## src/rtl/gcs_pkg.sv

```systemverilog
package gcs_pkg;
    localparam int GCS_CODE_W = 7;
    localparam int GCS_CODE_MAX = 80;
    localparam int GCS_PWR_W = 8;
    localparam int GCS_NUM_CH = 2;
    // power-control bit positions (decoded by the register map)
    localparam int GCS_A_OFF_HI = 5;
    localparam int GCS_A_OFF_LO = 3;
    localparam int GCS_B_OFF_HI = 4;
    localparam int GCS_B_OFF_LO = 2;

    typedef logic [GCS_CODE_W-1:0] gcode_t;

    typedef enum logic {
        CTL_PARALLEL = 1'b0,
        CTL_SERIAL   = 1'b1
    } ctl_mode_e;

    typedef struct packed {
        logic   en;
        logic   load;
        gcode_t par_code;
        gcode_t reg_code;
    } chan_req_t;

    function automatic gcode_t clamp_code(gcode_t c);
        return (c > gcode_t'(GCS_CODE_MAX)) ? gcode_t'(GCS_CODE_MAX) : c;
    endfunction
endpackage

```

## src/rtl/gcs_en_decode.sv

```systemverilog
module gcs_en_decode
    import gcs_pkg::*;
(
    input  ctl_mode_e                mode,
    input  logic                     par_shdn,
    input  logic [GCS_PWR_W-1:0]     pwr,
    output logic [GCS_NUM_CH-1:0]    en
);
    genvar ch;
    generate
        for (ch = 0; ch < GCS_NUM_CH; ch++) begin : g_ch
            localparam int HI = (ch == 0) ? GCS_A_OFF_HI : GCS_B_OFF_HI;
            localparam int LO = (ch == 0) ? GCS_A_OFF_LO : GCS_B_OFF_LO;
            logic reg_off;
            assign reg_off = pwr[HI] | pwr[LO];
            always_comb begin
                if (mode == CTL_SERIAL) en[ch] = ~reg_off;
                else                    en[ch] = ~par_shdn;
            end
        end
    endgenerate
endmodule

```

## src/rtl/gcs_src_sel.sv

```systemverilog
module gcs_src_sel
    import gcs_pkg::*;
(
    input  logic                     sync,
    input  logic [GCS_NUM_CH-1:0]    load,
    input  logic [GCS_NUM_CH-1:0]    en,
    input  gcode_t                   par_code,
    input  gcode_t                   reg_a,
    input  gcode_t                   reg_b,
    output chan_req_t [GCS_NUM_CH-1:0] req
);
    gcode_t par_clamped;
    assign par_clamped = clamp_code(par_code);

    genvar ch;
    generate
        for (ch = 0; ch < GCS_NUM_CH; ch++) begin : g_ch
            gcode_t raw;
            if (ch == 0) begin : g_a
                assign raw = reg_a;
            end else begin : g_b
                assign raw = sync ? reg_a : reg_b;
            end
            always_comb begin
                req[ch].en       = en[ch];
                req[ch].load     = load[ch];
                req[ch].par_code = par_clamped;
                req[ch].reg_code = clamp_code(raw);
            end
        end
    endgenerate
endmodule

```

## src/rtl/gcs_chan.sv

```systemverilog
module gcs_chan
    import gcs_pkg::*;
(
    input  logic      clk,
    input  logic      rst,
    input  ctl_mode_e mode,
    input  chan_req_t req,
    output gcode_t    code
);
    gcode_t hold_q;
    logic   upd;
    gcode_t nxt;

    always_comb begin
        if (mode == CTL_SERIAL) begin
            upd = req.en & req.load;
            nxt = req.reg_code;
        end else begin
            upd = req.en;
            nxt = req.par_code;
        end
    end

    always_ff @(posedge clk) begin
        if (rst)      hold_q <= gcode_t'(GCS_CODE_MAX);
        else if (upd) hold_q <= nxt;
    end

    // parallel bus reaches the output with no register stage while on
    always_comb begin
        if (mode == CTL_PARALLEL && req.en) code = req.par_code;
        else                                 code = hold_q;
    end
endmodule

```

## src/rtl/gain_code_sel.sv

```systemverilog
module gain_code_sel
    import gcs_pkg::*;
(
    input  logic                   clk,
    input  logic                   rst,
    input  logic                   mode_serial_i,
    input  logic [GCS_CODE_W-1:0]  par_code_i,
    input  logic                   par_shdn_i,
    input  logic                   reg_sync_i,
    input  logic                   reg_load_a_i,
    input  logic                   reg_load_b_i,
    input  logic [GCS_CODE_W-1:0]  reg_atten_a_i,
    input  logic [GCS_CODE_W-1:0]  reg_atten_b_i,
    input  logic [GCS_PWR_W-1:0]   reg_pwr_i,
    output logic [GCS_CODE_W-1:0]  code_a_o,
    output logic [GCS_CODE_W-1:0]  code_b_o,
    output logic                   en_a_o,
    output logic                   en_b_o
);
    ctl_mode_e                 mode;
    logic [GCS_NUM_CH-1:0]     en;
    chan_req_t [GCS_NUM_CH-1:0] req;
    gcode_t                    code [GCS_NUM_CH];

    assign mode = mode_serial_i ? CTL_SERIAL : CTL_PARALLEL;

    gcs_en_decode u_en (
        .mode     (mode),
        .par_shdn (par_shdn_i),
        .pwr      (reg_pwr_i),
        .en       (en)
    );

    gcs_src_sel u_sel (
        .sync     (reg_sync_i),
        .load     ({reg_load_b_i, reg_load_a_i}),
        .en       (en),
        .par_code (par_code_i),
        .reg_a    (reg_atten_a_i),
        .reg_b    (reg_atten_b_i),
        .req      (req)
    );

    genvar ch;
    generate
        for (ch = 0; ch < GCS_NUM_CH; ch++) begin : g_ch
            gcs_chan u_chan (
                .clk  (clk),
                .rst  (rst),
                .mode (mode),
                .req  (req[ch]),
                .code (code[ch])
            );
        end
    endgenerate

    assign code_a_o = code[0];
    assign code_b_o = code[1];
    assign en_a_o   = en[0];
    assign en_b_o   = en[1];
endmodule

```

## config.mk

```make
export PLATFORM = sky130hd
export DESIGN_NAME = gain_code_sel
export DESIGN_NICKNAME = d
export VERILOG_FILES = /design/src/rtl/gcs_pkg.sv /design/src/rtl/gcs_en_decode.sv /design/src/rtl/gcs_src_sel.sv /design/src/rtl/gcs_chan.sv /design/src/rtl/gain_code_sel.sv
export SDC_FILE = /design/constraint.sdc
export NUM_CORES = 1
export LEC_CHECK = 0
export ABC_AREA = 1
export BUFFER_PORTS_ARGS = -buffer_cell sky130_fd_sc_hd__buf_2
export CAP_MARGIN = 5
export CORE_UTILIZATION = 44
export CTS_BUF_LIST = sky130_fd_sc_hd__clkbuf_8
export DETAILED_ROUTE_END_ITERATION = 16
export GPL_TIMING_DRIVEN = 1
export PLACE_DENSITY = 0.86
export SLEW_MARGIN = 20
export SYNTH_ARGS = -nofsm -noshare
export SYNTH_HDL_FRONTEND = slang
export SYNTH_SLANG_ARGS = --single-unit
```

## constraint.sdc

```tcl
create_clock -name clk -period 1.1 [get_ports clk]
set_input_delay 0.165 -clock clk [delete_from_list [all_inputs] [get_ports clk]]
set_output_delay 0.165 -clock clk [all_outputs]
set_load 0.01 [all_outputs]
```

==> results.md, run 1 <==
- Outcome: finished, violations left
- Violated checks: setup timing
- Mean Syn Cell Area: about 5.7 µm²
- Post-synthesis cell count: 200
- R2r startpoint: g_ch[0].u_chan.hold_q[2]
- DR WL met2: 1990 µm
- Comb power frac: 36.6%
- Post-synthesis register bit count: 14
- Leakage: 0.954 nW
- Synth Cell Area: 0.00114 mm²
- Share of cells above drive strength 1: around 40%
- CP Data Arrival Time: 1140 ps
- Placer's final routability congestion estimate: approximately 0.84
- DR WL/cell: 13.0 µm
- Root buffer cell: clkbuf_8
- Post-DP HPWL: 2700 µm
- Sw Share: 33.7%
- Ys flop type: dfxtp_1
- Cts bufs inserted: 3
- Iter 0 DRT Violations: 57
- Leading area contributor after synthesis: dfxtp_1
- Reg2reg end: g_ch[0].u_chan.hold_q[2]
- Nets: 304
- Internal: approximately 1.1 mW
- Detailed route wirelength on metal3: 313 µm
- Die X: 53.0 µm
- Reg power frac: about 33%
- Largest net degree at the start of global routing: 14
- Top Metal Used: met4
- Fin. Hold Viols: 0
- Clk_skew: 0 ps
- Worst VDD drop: between 800 and 900 µV
- Worst-margin pin slew: 326 ps
- Distinct cells, synth: 20
- Rows: 18
- Synth area leaders: dfxtp_1 25%, nand2_1 22%, a21oi_1 10%
- Setup_tns: -1380 ps
- Psw: 0.576 mW
- Worst Path Class, Setup: input pin to output port
- Worst hold path endpoint: g_ch[0].u_chan.hold_q[5]
- RSZ-0062 raised after global routing: true
- M1 wire length: 1470 µm
- Total grt overflow: 0
- Number of global-route vias before repair: 1427
- Tightest Hold Check Type: input pin to flip-flop
- Final setup viols: 8
- I/O Pins: 52
- Register-to-register setup slack: 400 ps
- Routed via count: 1555
- Critical Path Start Type: input pin
- CTS Sinks: 14
- Commonest cells in the netlist: 67 x nand2_1, 26 x inv_1, 23 x a21oi_1
- Top cell type's share of synthesized area: about a quarter
- Fmax: 766 MHz
- Largest registers: g_ch.u_chan.hold_q x14
- Die area: 0.00280 mm²
- First-pass GRT wire length: between 6000 and 7000 µm
- Slew HR: 78.2%
- First-pass iteration count of the detailed router: 4
- Antenna Violating Nets Remaining: 0
- Maximum fanout along the worst path: 6
- Cts hold-fix bufs: 0
- Htree depth: 1
- Post-route insts no fill: 297
- Final WS setup: -205 ps
- Core Area: ~0.0025 mm²
- Period utilisation layout: 119%
- Yosys warnings: 0
- CP Capture Type: output port
- Reg2Reg Depth: 4
- Reg clk slew, reported paths: 60 ps
- DP Cell Count: 287
- IO buf count: 47
- Initial antenna violation count: 0
- Ys async rst share: 0%
- WL final: ~3900 µm
- # DRC: 0
- Clk buf depth: 2
- Die height: 53.0 µm
- N_diodes: 0
- Most common cell in the netlist: nand2_1
- Pwr/cell area: 971 mW/mm²
- CTS tree: yes
- Clock power frac: 30.6%
- Tmin final: 1310 ps
- Hold depth: 2
- Max reg flops: 14
- Sequential element share of the synthesized area: 24.5%
- Pins over their slew limit: 0
- Most flops, register: g_ch.u_chan.hold_q
- GRT Total Usage: 29.6%
- Post-Synthesis Net Count: about 240
- Vias per cell: 5.24
- P&R area growth vs syn: 54.1%
- Initial core utilization: 46.5%
- Clk_lat worst skew: ~250 ps
- Max-cap violations: 0
- Number of synthesized flops with an enable pin: 0
- Worst Hold Launch: rst
- Req. time, crit path: 940 ps
[critical path, cell delays in order]
cell and delay [ps]:
buf_6 100, nor2_4 100, nand2_2 80, o21ai_4 250, nand2_2 130, o22ai_2 150, buf_2 160
[cells in the final DEF, fill, tap and decap left out, drive strengths merged]
cell / Yosys / layout
nand2: 69 / 69
dfxtp: 14 / 14
clkbuf: 2 / 4
buf: 4 / 69
nor2: 13 / 13
o31ai: 1 / 1
a21oi: 23 / 23
inv: 30 / 30
nand3: 17 / 17
o21ai: 21 / 21
a21boi: 1 / 1
o22ai: 4 / 4
or2: 1 / 1
[power groups by stage]
| stage | Sequential [mW] | Combinational, mW | Clock (mW) |
|---|---|---|---|
| floorplan | 0.567 | 0.304 | 0 |
| global placement | 0.570 | 0.518 | 0 |
| detailed placement | 0.571 | 0.527 | 0 |
| CTS | 0.559 | 0.586 | 0.520 |
| global route | 0.563 | 0.687 | 0.550 |
| finish | 0.560 | 0.626 | 0.524 |
[logic make-up after synthesis]
family,Yosys count,share of synthesized area [%]
AND/OR/NAND/NOR,100,37.7
AO/OA/AOI/OAI,50,25.1
buffers and inverters,36,12.7
flip-flops,14,24.5
[area by class of cell]
cell class / count / area, µm²
fill: 216 / 694
sequential: 14 / 280
multi-input combinational: 150 / 817
timing repair buffer: 69 / 448
inverter: 30 / 123
clock buffer: 4 / 55.1
tap: 30 / 37.5
[timing repair]
item                                   in CTS  in global routing
pin swaps                                   9                 10
buffers inserted                            3                  3
resized for setup                          28                 10
endpoints found under the hold margin       0                  0
setup endpoints to repair                  12                 18
[through the flow]
stage,utilization (%),hold slack [ps],total power [mW],setup slack [ps],area [µm²]
floorplan,-,365,0.871,44.6,1140
global placement,61.9,445,1.09,-217,1520
detailed placement,61.9,448,1.10,-258,1520
CTS,69.4,193,1.67,-174,1700
global route,71.7,222,1.80,-239,1760
finish,71.7,205,1.71,-205,1760
[worst max-delay path by stage]
| stage | startpoint | end | slack [ps] |
|---|---|---|---|
| 6_report | par_code_i[3] | code_a_o[2] | -210 |
| 5_1_grt | par_code_i[5] | code_a_o[2] | -240 |
| 4_1_cts | par_code_i[0] | code_a_o[2] | -170 |
| 3_3_place_gp | par_code_i[5] | code_a_o[2] | -220 |
| 2_1_floorplan | par_code_i[5] | code_a_o[0] | 40 |
| 3_5_place_dp | par_code_i[5] | code_a_o[2] | -260 |
[metal layers]
metal | global-route usage, % | up-vias
li1 | - | 776
met1 | 33.4 | 679
met2 | 55.3 | 86
met3 | 4.31 | 14
met4 | 10.5 | 0
met5 | 0 | -
Note: power is estimated with default switching activity, not from simulation.
==> run 2: changes to the inputs <==
CORE_UTILIZATION = 30   (was 44)
PLACE_DENSITY = 0.64   (was 0.86)
==> results.md, run 2 (same netlist as run 1, synthesis figures left out) <==
- Clk_skew: 0 ps (unchanged)
- Maximum fanout along the worst path: 7 (+1)
- Fmax: 775 MHz (+1.2%)
- Violated checks: setup timing
- Root buffer cell: clkbuf_8
- Reg area: 280 µm² (unchanged)
- Total grt overflow: 0 (unchanged)
- # DRC: 0 (unchanged)
- Core Area: 0.00366 mm² (+49%)
- CP Capture Type: output port
- DP Cell Count: 307 (+7.0%)
- Worst VDD drop: 604 µV (-31%)
- Die height: 63.7 µm (+20%)
- CTS tree: yes
- Internal: 1.15 mW (+1.6%)
- Vias per cell: 4.74 (-9.4%)
- Req. time, crit path: 940 ps (about the same)
- P&R area growth vs syn: 61.1%
- Leading cell type in the layout, fill and taps excluded: nand2_1
- Post-route insts no fill: 321 (+8.1%)
- Psw: 0.570 mW (-1.2%)
- Tightest Hold Check Type: input pin to flip-flop
- Rows: 22 (+4)
- Fin. Hold Viols: 0 (unchanged)
- Reg clk slew, reported paths: 60 ps (about the same)
- I/O Pins: 52 (unchanged)
- Clk buf depth: 2 (unchanged)
- IO buf count: 47 (unchanged)
- Placer's final routability congestion estimate: 0.875 (+3.7%)
- Pwr/cell area: 935 mW/mm² (-3.7%)
- Most frequent cells in the layout: 60 x nand2_1, 40 x buf_2, 27 x buf_4
- Critical Path Start Type: input pin
- Cts hold-fix bufs: 0 (unchanged)
- Final WS setup: -190 ps (+15.5 ps)
- N_diodes: 0 (unchanged)
- Largest registers: g_ch.u_chan.hold_q x14
- CP Data Arrival Time: 1120 ps (-20 ps)
- Clk_lat worst skew: 250 ps (about the same)
- Initial antenna violation count: 0 (unchanged)
- Largest net degree at the start of global routing: 12 (-2)
- Iter 0 DRT Violations: 44 (-23%)
- Worst Path Class, Setup: input pin to output port
- Reg power frac: 32.5% (-0.2 points)
- Max reg flops: 14 (unchanged)
- Post-DP HPWL: 2870 µm (+6.5%)
- First-pass GRT wire length: 6070 µm (+0.81%)
- Most flops, register: g_ch.u_chan.hold_q
- Period utilisation layout: 117% (-1.4 points)
- Number of global-route vias before repair: 1452 (+1.8%)
- PnR Total Power: 1.72 mW (+0.69%)
- Outcome: finished, violations left
- WL final: 3900 µm (+0.91%)
- Slew HR: 78.6% (+0.46 points)
- Worst-margin pin slew: 319 ps (-6.81 ps)
- DR WL/cell: 12.1 µm (-6.6%)
- Htree depth: 1 (unchanged)
- Antenna Violating Nets Remaining: 0 (unchanged)
- Comb power frac: 37.6% (+1.0 points)
- Pins over their slew limit: 0 (unchanged)
- Hold depth: 2 (unchanged)
- Die area: 0.00406 mm² (+45%)
- Cts bufs inserted: 3 (unchanged)
- Routed via count: 1522 (-2.1%)
- Die X: 63.7 µm (+20%)
- Sw Share: 33.1% (-0.62 points)
- Tmin final: 1290 ps (-15.5 ps)
- First-pass iteration count of the detailed router: 4 (unchanged)
- Initial core utilization: 31.2% (-15 points)
- Max-cap violations: 0 (unchanged)
- GRT Total Usage: 19.4% (-10 points)
- Leakage: 0.986 nW (+3.3%)
- CTS Sinks: 14 (unchanged)
- Multi-input logic area: 821 µm² (+0.46%)
- Share of cells above drive strength 1: 41.4% (+1.7 points)
- Nets: 310 (+2.0%)
- Reg2Reg Depth: 4 (unchanged)
- RSZ-0062 raised after global routing: true
- # fillers: 374 (+73%)
- Final setup viols: 10 (+2)
- Clock power frac: 29.8% (-0.8 points)
## run 2: cell count changes in the layout (fill, tap and decap cells not counted), moves of 2 or more
cell,before,now
nand3_2,2,0
buf_2,42,40
inv_4,4,1
nand2_2,5,7
buf_4,20,27
## run 2: what timing repair did
item / CTS / global route
resized for setup: 22 / 24
buffers inserted: 3 / 7
setup endpoints to repair: 12 / 15
pin swaps: 10 / 11
## run 2: through the flow
step                util (%)  worst slack [ps]  cell area (µm²)  TNS (ps)  hold WS [ps]
floorplan                  -              44.6             1140         0           365
global placement        42.2              -304             1550     -4410           448
detailed placement      42.2              -336             1550     -4770           450
CTS                     46.9              -219             1720     -1660           215
global route            50.3              -237             1840     -2030           239
finish                  50.3              -190             1840     -1280           228
## run 2: final cells by class
cell class              instances  area share [%]
multi-input cells             150            44.6
repair buffers                 75            27.0
flip-flops and latches         14            15.2
inverters                      30            6.93
well taps                      48            3.26
clock buffers                   4            2.99
## run 2: power groups by stage
stage | sequential [mW] | combinational [mW] | clock, mW
2_1_floorplan | 0.567 | 0.304 | 0
3_3_place_gp | 0.570 | 0.534 | 0
3_5_place_dp | 0.571 | 0.535 | 0
4_1_cts | 0.560 | 0.587 | 0.521
5_1_grt | 0.564 | 0.713 | 0.543
6_report | 0.560 | 0.648 | 0.514
## run 2: layer usage
layer  track usage (%)  vias up  routed length, µm
met1              21.6      680               1640
met2              35.8       50               1950
met3              5.98        6                262
li1                  -      786                  -
met5                 0        -                  0
met4              3.41        0                 44
## run 2: path summary, 6_finish.rpt
check	from	to	slack (ps)
max	par_code_i[2]	code_a_o[1]	-190
min	rst	g_ch[0].u_chan.hold_q[5]	230
max reg2reg	g_ch[0].u_chan.hold_q[1]	g_ch[0].u_chan.hold_q[1]	410
min reg2reg	g_ch[0].u_chan.hold_q[4]	g_ch[0].u_chan.hold_q[4]	460
## run 2: critical path: stages
cell and delay (ps):
buf_6 100, nor2_4 100, nand2_2 70, o21ai_4 260, nand2_2 120, o22ai_2 140
buf_2 160
==> run 3: changes to the inputs <==
PLACE_DENSITY = 0.62   (was 0.64)
RECOVER_POWER = 25   (was default)
clock period = 1.4 ns   (was 1.1 ns; I/O delays follow)
==> results.md, run 3 (same netlist as run 1, synthesis figures left out) <==
- Outcome: completed
- Tmin final: ~1300 ps
- Tightest Hold Check Type: input pin to flip-flop
- Vias per cell: 4.64 (-2.2%)
- Post-DP HPWL: 2680 µm (-6.7%)
- CTS tree: yes
- Hold depth: 2 (unchanged)
- WP depth: 7 (unchanged)
- Pre-CTS setup slack: 10.8 ps (+346 ps)
- Fmax: 744 MHz
- CP delay by family, top: compound AO/OA/AOI/OAI gates
- Total grt overflow: 0 (unchanged)
- Period utilisation layout: a little over nine tenths
- Largest net degree at the start of global routing: 13 (+1)
- # DRC: 0 (unchanged)
- WL final: 3290 µm (-16%)
- Post-CTS setup buffers: 0 (-3)
- Slew HR: 71.2% (-7.5 points)
- CP Capture Type: output port
- RSZ-0062 raised after global routing: false
- Critical Path Max Stage Delay: 230 ps (-30 ps)
- Largest registers: g_ch.u_chan.hold_q x14
- Setup_tns: 0 ps (+1280 ps)
- Number of global-route vias before repair: 1335 (-8.1%)
- CTS Sinks: 14 (unchanged)
- First-pass GRT wire length: 5600 µm (-7.7%)
- DP Cell Count: 295 (-3.9%)
- Maximum fanout along the worst path: 5 (-2)
- Root buffer cell: clkbuf_8
- Iter 0 DRT Violations: 50 (+14%)
- CP Data Arrival Time: 1130 ps (about the same)
- Leakage: 0.853 nW (-14%)
- Max reg flops: 14 (unchanged)
- GRT Total Usage: 17.6% (-1.8 points)
- Core Area: 0.00366 mm² (unchanged)
- Placer's final routability congestion estimate: 0.830 (-5.2%)
- Most frequent cells in the layout: 63 x nand2_1, 45 x buf_2, 25 x inv_1
- Initial antenna violation count: 0 (unchanged)
- Die X: 63.7 µm (unchanged)
- Post-route insts no fill: 299 (-6.9%)
- Fin. Hold Viols: 0 (unchanged)
- Clk buf depth: 2 (unchanged)
- Worst-margin pin slew: 428 ps (+109 ps)
- Most flops, register: g_ch.u_chan.hold_q
- Area post-placement: 0.00146 mm² (-5.8%)
- DR WL/cell: 11.0 µm (-9.4%)
- Share of cells above drive strength 1: 31.5% (-9.9 points)
- Clk_lat worst skew: 240 ps (about the same)
- Final setup viols: 0 (-10)
- Die height: 63.7 µm (unchanged)
- Cts hold-fix bufs: 0 (unchanged)
- Final WS setup: 56.2 ps (+246 ps)
- Max-cap violations: 0 (unchanged)
- Reg2Reg Depth: 4 (unchanged)
- Worst Path Class, Setup: input pin to output port
- Critical Path Start Type: input pin
- First-pass iteration count of the detailed router: 4 (unchanged)
- Pwr/cell area: 792 mW/mm² (-15%)
- N_diodes: 0 (unchanged)
- Clk_skew: 0 ps (unchanged)
- Pins over their slew limit: 0 (unchanged)
- Initial core utilization: 31.2% (unchanged)
- Die area: 0.00406 mm² (unchanged)
- Routed via count: 1387 (-8.9%)
- Worst VDD drop: 546 µV (-9.6%)
- IO buf count: 47 (unchanged)
- Leading cell type in the layout, fill and taps excluded: nand2_1
- Rows: 22 (unchanged)
- Reg clk slew, reported paths: 60 ps (about the same)
- I/O Pins: 52 (unchanged)
- PnR Total Power: 1.24 mW (-28%)
- Htree depth: 1 (unchanged)
- Fin area: 0.00156 mm² (-15%)
- Sum of buffers and inverters on the critical path: 2 (unchanged)
- P&R area growth vs syn: 36.6%
- Antenna Violating Nets Remaining: 0 (unchanged)
- Nets: 288 (-7.1%)
- Critical-path top delay cell: o21ai_4
- Req. time, crit path: 1190 ps (+250 ps)
- Crit path cell chain: buf_2, nor2_2, nand2_2, o21ai_4, nand2_2, o22ai_1, buf_2
- Cts bufs inserted: 3 (unchanged)
## run 3: where the power goes
part	internal, mW	switching (mW)	total, mW	leakage, nW
Sequential	0.428	0.0114	0.439	0.115
Combinational	0.164	0.241	0.404	0.709
Clock	0.249	0.142	0.392	0.0288
## run 3: through the flow
step                      hold slack, ps  utilization (%)
after global routing                 266             42.6
after floorplan                      410                -
after global placement               445             39.7
final                                266             42.6
after CTS                            261             41.3
after detailed placement             449             39.7
## run 3: area by class of cell
type	count	area [µm²]
well taps	48	60.1
clock buffers	4	55.1
flip-flops and latches	14	280
repair buffers	53	293
fillers	430	2100
multi-input cells	150	754
inverters	30	118
## run 3: timing repair
item | 4_1_cts | 5_1_grt
hold endpoints to repair | 0 | 0
setup endpoints to repair | 0 | 8
gates resized for setup | 0 | 17
## run 3: final timing paths
| check | startpoint | endpoint | slack, ps |
|---|---|---|---|
| min | rst | g_ch[0].u_chan.hold_q[5] | 270 |
| min reg2reg | g_ch[0].u_chan.hold_q[4] | g_ch[0].u_chan.hold_q[4] | 460 |
| max reg2reg | g_ch[0].u_chan.hold_q[0] | g_ch[0].u_chan.hold_q[0] | 730 |
| max | par_code_i[1] | code_a_o[2] | 60 |
## run 3: per-layer routing
layer | track usage (%) | up-vias | part of all wire (%)
li1 | - | 744 | -
met1 | 21.7 | 598 | 47
met2 | 30.6 | 41 | 46
met3 | 4.35 | 4 | 6.1
met4 | 3.69 | 0 | 0.76
met5 | 0 | - | 0
